`src/rtl/kwd_pkg.sv`:
```
package kwd_pkg;
  localparam int KWD_DW = 32;
  localparam int KWD_AW = 12;

  localparam logic [KWD_AW-1:0] OFS_LOAD  = 12'h000;
  localparam logic [KWD_AW-1:0] OFS_COUNT = 12'h004;
  localparam logic [KWD_AW-1:0] OFS_CTRL  = 12'h008;
  localparam logic [KWD_AW-1:0] OFS_ICLR  = 12'h00C;
  localparam logic [KWD_AW-1:0] OFS_STAT  = 12'h014;
  localparam logic [KWD_AW-1:0] OFS_LOCK  = 12'hC00;

  localparam logic [KWD_DW-1:0] UNLOCK_KEY = 32'h1ACC_E551;

  typedef struct packed {
    logic run_en;
    logic rst_en;
  } kwd_ctrl_t;
endpackage

```
`src/rtl/kwd_regs.sv`:
```
module kwd_regs
  import kwd_pkg::*;
#(
  parameter int DW = KWD_DW,
  parameter int AW = KWD_AW
) (
  input  logic          clk,
  input  logic          rst_n,
  input  logic          bus_sel,
  input  logic          bus_we,
  input  logic [AW-1:0] bus_addr,
  input  logic [DW-1:0] bus_wdata,
  input  logic [DW-1:0] cnt_val,
  input  logic          irq_stat,
  output logic [DW-1:0] bus_rdata,
  output logic [DW-1:0] load_val,
  output kwd_ctrl_t     ctrl,
  output logic          clr_pulse
);
  localparam int PADW = DW - 2;

  logic locked;
  logic wr;
  logic wr_open;

  assign wr      = bus_sel & bus_we;
  assign wr_open = wr & ~locked;
  assign clr_pulse = wr_open && (bus_addr == OFS_ICLR);

  always_ff @(posedge clk or negedge rst_n) begin
    if (!rst_n) begin
      locked   <= 1'b1;
      load_val <= '1;
      ctrl     <= '0;
    end else begin
      if (wr && bus_addr == OFS_LOCK)
        locked <= (bus_wdata != UNLOCK_KEY);
      if (wr_open && bus_addr == OFS_LOAD)
        load_val <= bus_wdata;
      if (wr_open && bus_addr == OFS_CTRL) begin
        ctrl.rst_en <= bus_wdata[0];
        ctrl.run_en <= bus_wdata[1];
      end
    end
  end

  always_comb begin
    unique case (bus_addr)
      OFS_LOAD:  bus_rdata = load_val;
      OFS_COUNT: bus_rdata = cnt_val;
      OFS_CTRL:  bus_rdata = {{PADW{1'b0}}, ctrl.run_en, ctrl.rst_en};
      OFS_STAT:  bus_rdata = {{(DW-1){1'b0}}, irq_stat};
      OFS_LOCK:  bus_rdata = {{(DW-1){1'b0}}, locked};
      default:   bus_rdata = '0;
    endcase
  end


  locked_load_hold_chk: assert property (@(posedge clk) disable iff (!rst_n)
    (locked && wr && bus_addr == OFS_LOAD) |=> $stable(load_val));


  locked_ctrl_hold_chk: assert property (@(posedge clk) disable iff (!rst_n)
    (locked && wr && bus_addr == OFS_CTRL) |=> $stable(ctrl));


  key_opens_chk: assert property (@(posedge clk) disable iff (!rst_n)
    (wr && bus_addr == OFS_LOCK && bus_wdata == UNLOCK_KEY) |=> !locked);
endmodule

```
`src/rtl/kwd_counter.sv`:
```
module kwd_counter #(
  parameter int DW = 32
) (
  input  logic          clk,
  input  logic          rst_n,
  input  logic          tick_en,
  input  logic          run_en,
  input  logic          rst_en,
  input  logic [DW-1:0] load_val,
  input  logic          clr_pulse,
  output logic [DW-1:0] cnt_val,
  output logic          irq_pend,
  output logic          rst_req,
  output logic          halted
);
  logic run_q;
  logic start;
  logic at_zero;

  assign start   = run_en & ~run_q;
  assign at_zero = (cnt_val == '0);

  always_ff @(posedge clk or negedge rst_n) begin
    if (!rst_n) begin
      cnt_val  <= '1;
      irq_pend <= 1'b0;
      rst_req  <= 1'b0;
      halted   <= 1'b0;
      run_q    <= 1'b0;
    end else begin
      run_q   <= run_en;
      rst_req <= 1'b0;
      if (halted) begin
        cnt_val <= cnt_val;
      end else if (clr_pulse) begin
        irq_pend <= 1'b0;
        cnt_val  <= load_val;
      end else if (start) begin
        cnt_val <= load_val;
      end else if (run_en && tick_en) begin
        if (!at_zero) begin
          cnt_val <= cnt_val - 1'b1;
        end else if (!irq_pend) begin
          irq_pend <= 1'b1;
          cnt_val  <= load_val;
        end else if (rst_en) begin
          rst_req <= 1'b1;
          halted  <= 1'b1;
        end else begin
          cnt_val <= load_val;
        end
      end
    end
  end


  rst_single_pulse_chk: assert property (@(posedge clk) disable iff (!rst_n)
    rst_req |=> !rst_req);


  halt_frozen_chk: assert property (@(posedge clk) disable iff (!rst_n)
    halted |=> (halted && $stable(cnt_val) && !rst_req));


  rst_needs_pend_chk: assert property (@(posedge clk) disable iff (!rst_n)
    $rose(rst_req) |-> ($past(irq_pend) && $past(rst_en)));


  clear_reload_chk: assert property (@(posedge clk) disable iff (!rst_n)
    (clr_pulse && !halted) |=> (!irq_pend && cnt_val == $past(load_val)));
endmodule

```
`src/rtl/kwd_watchdog.sv`:
```
module kwd_watchdog
  import kwd_pkg::*;
#(
  parameter int DW = KWD_DW,
  parameter int AW = KWD_AW
) (
  input  logic          clk,
  input  logic          rst_n,
  input  logic          tick_en,
  input  logic          bus_sel,
  input  logic          bus_we,
  input  logic [AW-1:0] bus_addr,
  input  logic [DW-1:0] bus_wdata,
  output logic [DW-1:0] bus_rdata,
  output logic          irq,
  output logic          sys_rst_req
);
  logic [DW-1:0] load_val;
  logic [DW-1:0] cnt_val;
  kwd_ctrl_t     ctrl;
  logic          clr_pulse;
  logic          irq_pend;
  logic          halted;

  assign irq = irq_pend & ctrl.run_en;

  kwd_regs #(.DW(DW), .AW(AW)) regs_i (
    .clk       (clk),
    .rst_n     (rst_n),
    .bus_sel   (bus_sel),
    .bus_we    (bus_we),
    .bus_addr  (bus_addr),
    .bus_wdata (bus_wdata),
    .cnt_val   (cnt_val),
    .irq_stat  (irq),
    .bus_rdata (bus_rdata),
    .load_val  (load_val),
    .ctrl      (ctrl),
    .clr_pulse (clr_pulse)
  );

  kwd_counter #(.DW(DW)) cnt_i (
    .clk       (clk),
    .rst_n     (rst_n),
    .tick_en   (tick_en),
    .run_en    (ctrl.run_en),
    .rst_en    (ctrl.rst_en),
    .load_val  (load_val),
    .clr_pulse (clr_pulse),
    .cnt_val   (cnt_val),
    .irq_pend  (irq_pend),
    .rst_req   (sys_rst_req),
    .halted    (halted)
  );


  irq_masked_chk: assert property (@(posedge clk) disable iff (!rst_n)
    irq |-> ctrl.run_en);
endmodule

```
`config.mk`:
```
export PLATFORM = sky130hd
export DESIGN_NAME = kwd_watchdog
export DESIGN_NICKNAME = d
export VERILOG_FILES = /design/src/rtl/kwd_pkg.sv /design/src/rtl/kwd_regs.sv /design/src/rtl/kwd_counter.sv /design/src/rtl/kwd_watchdog.sv
export SDC_FILE = /design/constraint.sdc
export NUM_CORES = 1
export LEC_CHECK = 0
export ABC_CLOCK_PERIOD_IN_PS = 5400
export BUFFER_PORTS_ARGS = -buffer_cell sky130_fd_sc_hd__buf_4
export CORE_MARGIN = 1
export CORE_UTILIZATION = 40
export CTS_BUF_LIST = sky130_fd_sc_hd__clkbuf_16
export DETAILED_ROUTE_END_ITERATION = 8
export GPL_TIMING_DRIVEN = 1
export PLACE_DENSITY = 0.68
export SETUP_SLACK_MARGIN = 0.5
export SLEW_MARGIN = 20
export SYNTH_ARGS = -nofsm -noshare
export SYNTH_HDL_FRONTEND = slang
export SYNTH_SLANG_ARGS = --single-unit
```
`constraint.sdc`:
```
create_clock -name clk -period 5.4 [get_ports clk]
set_input_delay 0.54 -clock clk [delete_from_list [all_inputs] [get_ports clk]]
set_output_delay 0.54 -clock clk [all_outputs]
set_load 0.005 [all_outputs]
```
---- Word-level counts from Yosys, hierarchy flattened ----
Cells that the tools add are included.
cells by class
  add/subtract/negate cells ............... 1
  $mul .................................... 0
  divide/modulo/power cells ............... 0
  magnitude comparators ................... 0
  eq/ne operators ......................... 8
  shifts and indexed selects .............. 0
  mux-type cells .......................... 19
  bitwise logic cells ..................... 7
  reduce and logical (&&, ||, !) cells .... 12
operator list
  kind                                                  number
  two-way mux 32 bit                                    6
  case mux 32 bit (5 select lines)                      1
  logical NOT 32 bit                                    1
  != test 32 x 29 -> 1 bit, second input constant       1
  subtractor 32 x 1 -> 32 bit, second input constant    1
  equality test 12 x 4 -> 1 bit, second input constant  2
  equality test 12 bit, second input constant           1
  equality test 12 x 3 -> 1 bit, second input constant  1
  equality test 12 x 5 -> 1 bit, second input constant  1
  logical NOT 12 bit                                    1
  two-way mux 1 bit                                     12
  logical AND 1 bit                                     5
  != test 5 bit, second input constant                  1
  AND 1 bit                                             4
  AND reduction 4 bit                                   1
  nonzero test 2 bit                                    2
  inverter 1 bit                                        3
  AND reduction 3 bit                                   1
  nonzero test 3 bit                                    1
  != test 2 bit, second input constant                  1
storage, ports and cells
  bits in registers ....................... 71
  bits in latches ......................... 0
  bits in writable memories ............... 0
  bits in read-only memories .............. 0
  output and inout port bits .............. 34
  word-level logic and storage cells ...... 56
  memories kept ........................... 0

---- Longest topological paths before layout ----
  word-level depth ........................ 7
  depth in mapped cells ................... 9
  gate-level depth less buffers ........... 7

---- Modules after synthesis ----
A second synthesis with hierarchy kept.
second synthesis, totals
  cell total of the unflattened synthesis .. 472
  area total of the unflattened synthesis .. 4770.8 sq um
modules (own cells, without submodules)
  module        instances  cells an instance  area an instance (sq um)  sequential area each (sq um)
  kwd_counter   1          290                2656.3                    940.9
  kwd_regs      1          181                2108.3                    917.1
  kwd_watchdog  1          1                  6.3                       0.0

---- Worst setup path before layout ----
No wires, ideal clock.
  path type ............................... input-to-output
  start ................................... in bus_addr[5]
  end ..................................... out bus_rdata[10]
  arrival time ............................ 2.331 ns
  setup slack ............................. 2.529 ns
  cell stages on the path ................. 5
  path buffers ............................ 1
  cell sequence ........................... or4_1 -> or3_1 -> nor4_1 -> clkbuf_1 -> a22o_1
on the way
  word-level cells in the longest chain between the ends .. 2
ends and longest elaborated chain
  what                                                line                text
  start, declared                                     kwd_watchdog.sv:12  input logic [AW-1:0] bus_addr,
  equality test 12 bit, or another cell as far along  kwd_regs.sv:48      unique case (bus_addr)
  case mux 32 bit (5 select lines) *                  kwd_regs.sv:48
  end, declared                                       kwd_watchdog.sv:14  output logic [DW-1:0] bus_rdata,
Mark *: on every way between the ends. The rest lies on a longest branch, timed or not.

---- Worst setup path after layout ----
  start ................................... reg cnt_i.cnt_val[14]
  end ..................................... reg cnt_i.cnt_val[25]
on the way
  word-level cells in the longest chain between the ends .. 5
ends and longest elaborated chain
  what                                                               line                                  text
  start, declared                                                    kwd_counter.sv:11                     output logic [DW-1:0] cnt_val,
  start signal, assigned                                             kwd_counter.sv:34                     cnt_val <= cnt_val;
  start signal, assigned                                             kwd_counter.sv:37                     cnt_val <= load_val;
  start signal, assigned                                             kwd_counter.sv:39                     cnt_val <= load_val;
  subtractor 32 x 1 -> 32 bit or logical NOT 32 bit (tied branches)  kwd_counter.sv:42, kwd_counter.sv:21
  two-way mux 32 bit                                                 kwd_counter.sv:41                     if (!at_zero) begin
  two-way mux 32 bit                                                 kwd_counter.sv:40                     end else if (run_en && tick_en) begin
  two-way mux 32 bit                                                 kwd_counter.sv:38                     end else if (start) begin
  two-way mux 32 bit                                                 kwd_counter.sv:35                     end else if (clr_pulse) begin
Parallel ways exist; a longest one is shown, timed or not. The select of a mux whose other input is x is not followed.
A chain may end at the register's enable or synchronous reset.

==> qor.log <==
INFO  floorplan      placeableCoreArea=10400um2
INFO  global_route   grtUsageTotal=21.6%
INFO  floorplan      chipWidth=105um
INFO  power_and_ir_drop power.leakage=2.27nW
INFO  logic_synthesis synth_ff_type=sky130_fd_sc_hd__dfstp_2
INFO  routing        drt_pre_antenna_iters=4
INFO  routing        drt-total-wl=11.4mm
INFO  clock_network  cts_tree=done
INFO  flow_run       drv_cap=0
INFO  floorplan      rows=37
INFO  clock_network  clock-sinks=71
INFO  clock_network  cts_root_buffer=sky130_fd_sc_hd__clkbuf_16
INFO  power_and_ir_drop design_power_total=0.00131W
INFO  clock_network  postCtsSetupBuffers=0
INFO  logic_synthesis synth_cell_type_count=55
INFO  power_and_ir_drop worst_ir_drop_vdd=0.179mV
INFO  timing         post_route_setup_tns=0ns
INFO  global_route   grt_pass1_wl=19.2mm
INFO  timing         worst_clk_skew=0.00406ns
INFO  logic_synthesis seq_area_frac_synth=43.4%
INFO  routing        average_via_count_per_standard_cell=5.89
INFO  worst_setup_path worstPathMaxFanout=32
INFO  worst_setup_path largest_stage_delay_on_the_critical_path=0.87ns
INFO  timing         slew-limit-headroom=28.8%
INFO  power_and_ir_drop power.density=245nW/um2
INFO  worst_setup_path timing.critical_path.mode_cell=sky130_fd_sc_hd__o21ai_0
INFO  logic_synthesis yosys.cell_count.top_type=sky130_fd_sc_hd__dfstp_2
INFO  timing         setup_viol=0
INFO  clock_network  clock_tree.htree_level_count=3
INFO  timing         worst_hold_slack=0.352ns
INFO  placement      detailedPlacementHpwl=7.63mm
INFO  clock_network  hold_buffers=0
INFO  clock_network  clock_latency=0.33ns
INFO  worst_setup_path worst_setup_path_end_kind=flip-flop
INFO  placement      place.port_buffers=82
INFO  logic_synthesis synth_nets=481
INFO  timing         maxClockFrequency=302MHz
INFO  worst_setup_path crit_type=flip-flop to flip-flop
INFO  worst_setup_path timing.critical_path.arrival=3.57ns
INFO  routing        num_vias=3756
INFO  logic_synthesis syn_inst=430
INFO  logic_synthesis synthesis.area_per_instance=9.96um2
INFO  timing         final-hold-violation-count=0
INFO  worst_setup_path crit_path_cell_trace=or4_1, or4_4, nor4_2, buf_4, a21o_1, o21ai_0, o21ai_0
INFO  worst_setup_path critPathLaunchType=flip-flop
INFO  placement      dp.cells=622
INFO  logic_synthesis synth-edff-count=0
INFO  min_path       worstHoldPathType=input pin to asynchronous set/reset pin
INFO  floorplan      fp.dieArea=11100um2
INFO  routing        routedWlPerCell=17.9um
INFO  global_route   grt_antenna_before_repair=0
INFO  final_layout   num_antenna_cells=0
INFO  global_route   grt_pass1_vias=3790
INFO  worst_setup_path critPathSlowestCell=sky130_fd_sc_hd__a21o_1
INFO  placement      post_dp_cell_area=4970um2
INFO  worst_setup_path required_time_of_the_critical_path=5.65ns
INFO  final_layout   finish.instance_area=5330um2
INFO  final_layout   syn2layout_area_growth=24.4%
INFO  timing         max_slew_violation_count=0
INFO  placement      gpl.final_weighted_congestion=0.826
INFO  floorplan      io_pins=83
INFO  floorplan      die_h=105um
INFO  logic_synthesis flip_flop_and_latch_count_after_synthesis=71
INFO  final_layout   layout-drive-gt1-share=41.6%
INFO  global_route   pin_count_of_the_biggest_net_entering_global_routing=72
INFO  timing         grt_setup_unrepaired=false
INFO  timing         finalCritPeriodShare=61.4%
INFO  logic_synthesis synth_async_sr_flop_share=100%
INFO  routing        drt_drc_violations_left=0
INFO  routing        initialDrtViolationCount=160
INFO  logic_synthesis ys_top_cells_by_count=sky130_fd_sc_hd__dfstp_2 (65), sky130_fd_sc_hd__mux2_2 (34), sky130_fd_sc_hd__a22o_1 (33)
INFO  global_route   globalRouteOverflowTotal=0
INFO  logic_synthesis netlist.top_cell.by_area=sky130_fd_sc_hd__dfstp_2
INFO  floorplan      initial_core_util=41.3%
INFO  logic_synthesis yosys.area.top_type_share=39.9%
INFO  clock_network  ctsResizeCount=0
INFO  final_layout   layout.cells.non_filler=638
INFO  status         outcome=finished, final reports clean
INFO  timing         period_minus_slack=3.31ns
INFO  final_layout   num-nets-final=548
INFO  clock_network  cts-buffers-inserted=9
INFO  timing         worst_pin_slew=1.07ns
INFO  worst_setup_path regToRegSetupSlack=2.09ns
INFO  routing        drtAntennaViolNets=0
INFO  logic_synthesis netlist_top_cells_area=sky130_fd_sc_hd__dfstp_2 (40%), sky130_fd_sc_hd__mux2_2 (8.9%), sky130_fd_sc_hd__a22o_1 (6.7%), sky130_fd_sc_hd__mux2i_1 (3.7%), sky130_fd_sc_hd__o21ai_0 (3.7%)
INFO  clock_network  worst_setup_hold_path_clk_slew=0.06ns
INFO  logic_synthesis synth_area=4280um2
INFO  clock_network  max-clock-path-buffers=2
INFO  logic_synthesis ys_warn_count=0
[per-layer routing]
| layer | up-vias | track usage (%) | part of all wire [%] |
|---|---|---|---|
| li1 | 1785 | - | - |
| met5 | - | 0 | 0 |
| met2 | 125 | 33.8 | 46 |
| met4 | 0 | 4.83 | 1.3 |
| met1 | 1830 | 30.1 | 47 |
| met3 | 16 | 5.01 | 5.6 |
[layout by cell type, fill, tap and decap left out, types with 8 or more instances in the layout]
cell,n
sky130_fd_sc_hd__a21oi_1,22
sky130_fd_sc_hd__a22o_1,33
sky130_fd_sc_hd__buf_4,87
sky130_fd_sc_hd__clkbuf_16,9
sky130_fd_sc_hd__dfstp_2,65
sky130_fd_sc_hd__inv_1,13
sky130_fd_sc_hd__mux2_2,34
sky130_fd_sc_hd__mux2i_1,16
sky130_fd_sc_hd__nand2_1,21
sky130_fd_sc_hd__nand3_1,8
sky130_fd_sc_hd__nor2_1,20
sky130_fd_sc_hd__nor3_1,21
sky130_fd_sc_hd__nor4_1,17
sky130_fd_sc_hd__o21ai_0,32
sky130_fd_sc_hd__o2bb2ai_1,12
[flip-flops by register name, summed over array words and instances (netlist names)]
name,cells
cnt_i.run_q,1
cnt_i.cnt_val,32
cnt_i.irq_pend,1
regs_i.locked,1
cnt_i.halted,1
regs_i.ctrl,2
cnt_i.rst_req,1
regs_i.load_val,32
[per-stage QoR]
stage,utilization (%),worst slack [ns]
final,51.4,2.09
after global routing,51.4,1.75
after floorplan,-,2.53
after global placement,47.9,1.77
after CTS,51.4,1.87
after detailed placement,47.9,1.65
[worst max-delay path: cells and delay by family (launching register included)]
| family | cells | cell delay (ns) |
|---|---|---|
| buf+inv | 1 | 0.29 |
| simple gates | 3 | 1.35 |
| flops | 1 | 0.40 |
| compound gates | 3 | 1.19 |
[logic make-up (layout without fill, tap and decap cells)]
family                   Yosys count  count (layout)  share of synthesized area, %
AO/OA/AOI/OAI                    125             125                          20.3
adder cells (fa/ha/maj)            2               2                         0.584
buffers and inverters             44             116                          4.56
flip-flops                        71              71                          43.4
multiplexers                      50              50                          12.7
AND/OR/NAND/NOR                  138             138                          18.5
[area by class of cell]
cell class | instances | area (um2)
clock buffers | 9 | 225
clock inverters | 7 | 135
fillers | 974 | 5040
inverters | 13 | 48.8
multi-input cells | 315 | 2240
flip-flops and latches | 71 | 1860
well taps | 136 | 170
repair buffers | 87 | 653
[power by group]
group | leakage [nW] | total (W) | switching (W) | internal [W]
Combinational | 1.35 | 0.0000483 | 0.0000229 | 0.0000254
Sequential | 0.751 | 0.000535 | 0.0000000461 | 0.000535
Clock | 0.171 | 0.000724 | 0.000229 | 0.000495
[final timing paths]
kind | endpoint | cells past startpoint | from
min in group clk | cnt_i.rst_req | 1 | cnt_i.halted
worst min-delay path | cnt_i.halted | 1 | rst_n
worst max-delay path | cnt_i.cnt_val[25] | 7 | cnt_i.cnt_val[14]
worst max register to register | cnt_i.cnt_val[25] | 7 | cnt_i.cnt_val[14]
worst min register to register | cnt_i.rst_req | 1 | cnt_i.halted
max in group asynchronous | regs_i.ctrl[1] | 1 | rst_n
(Power assumes the default switching activity.)
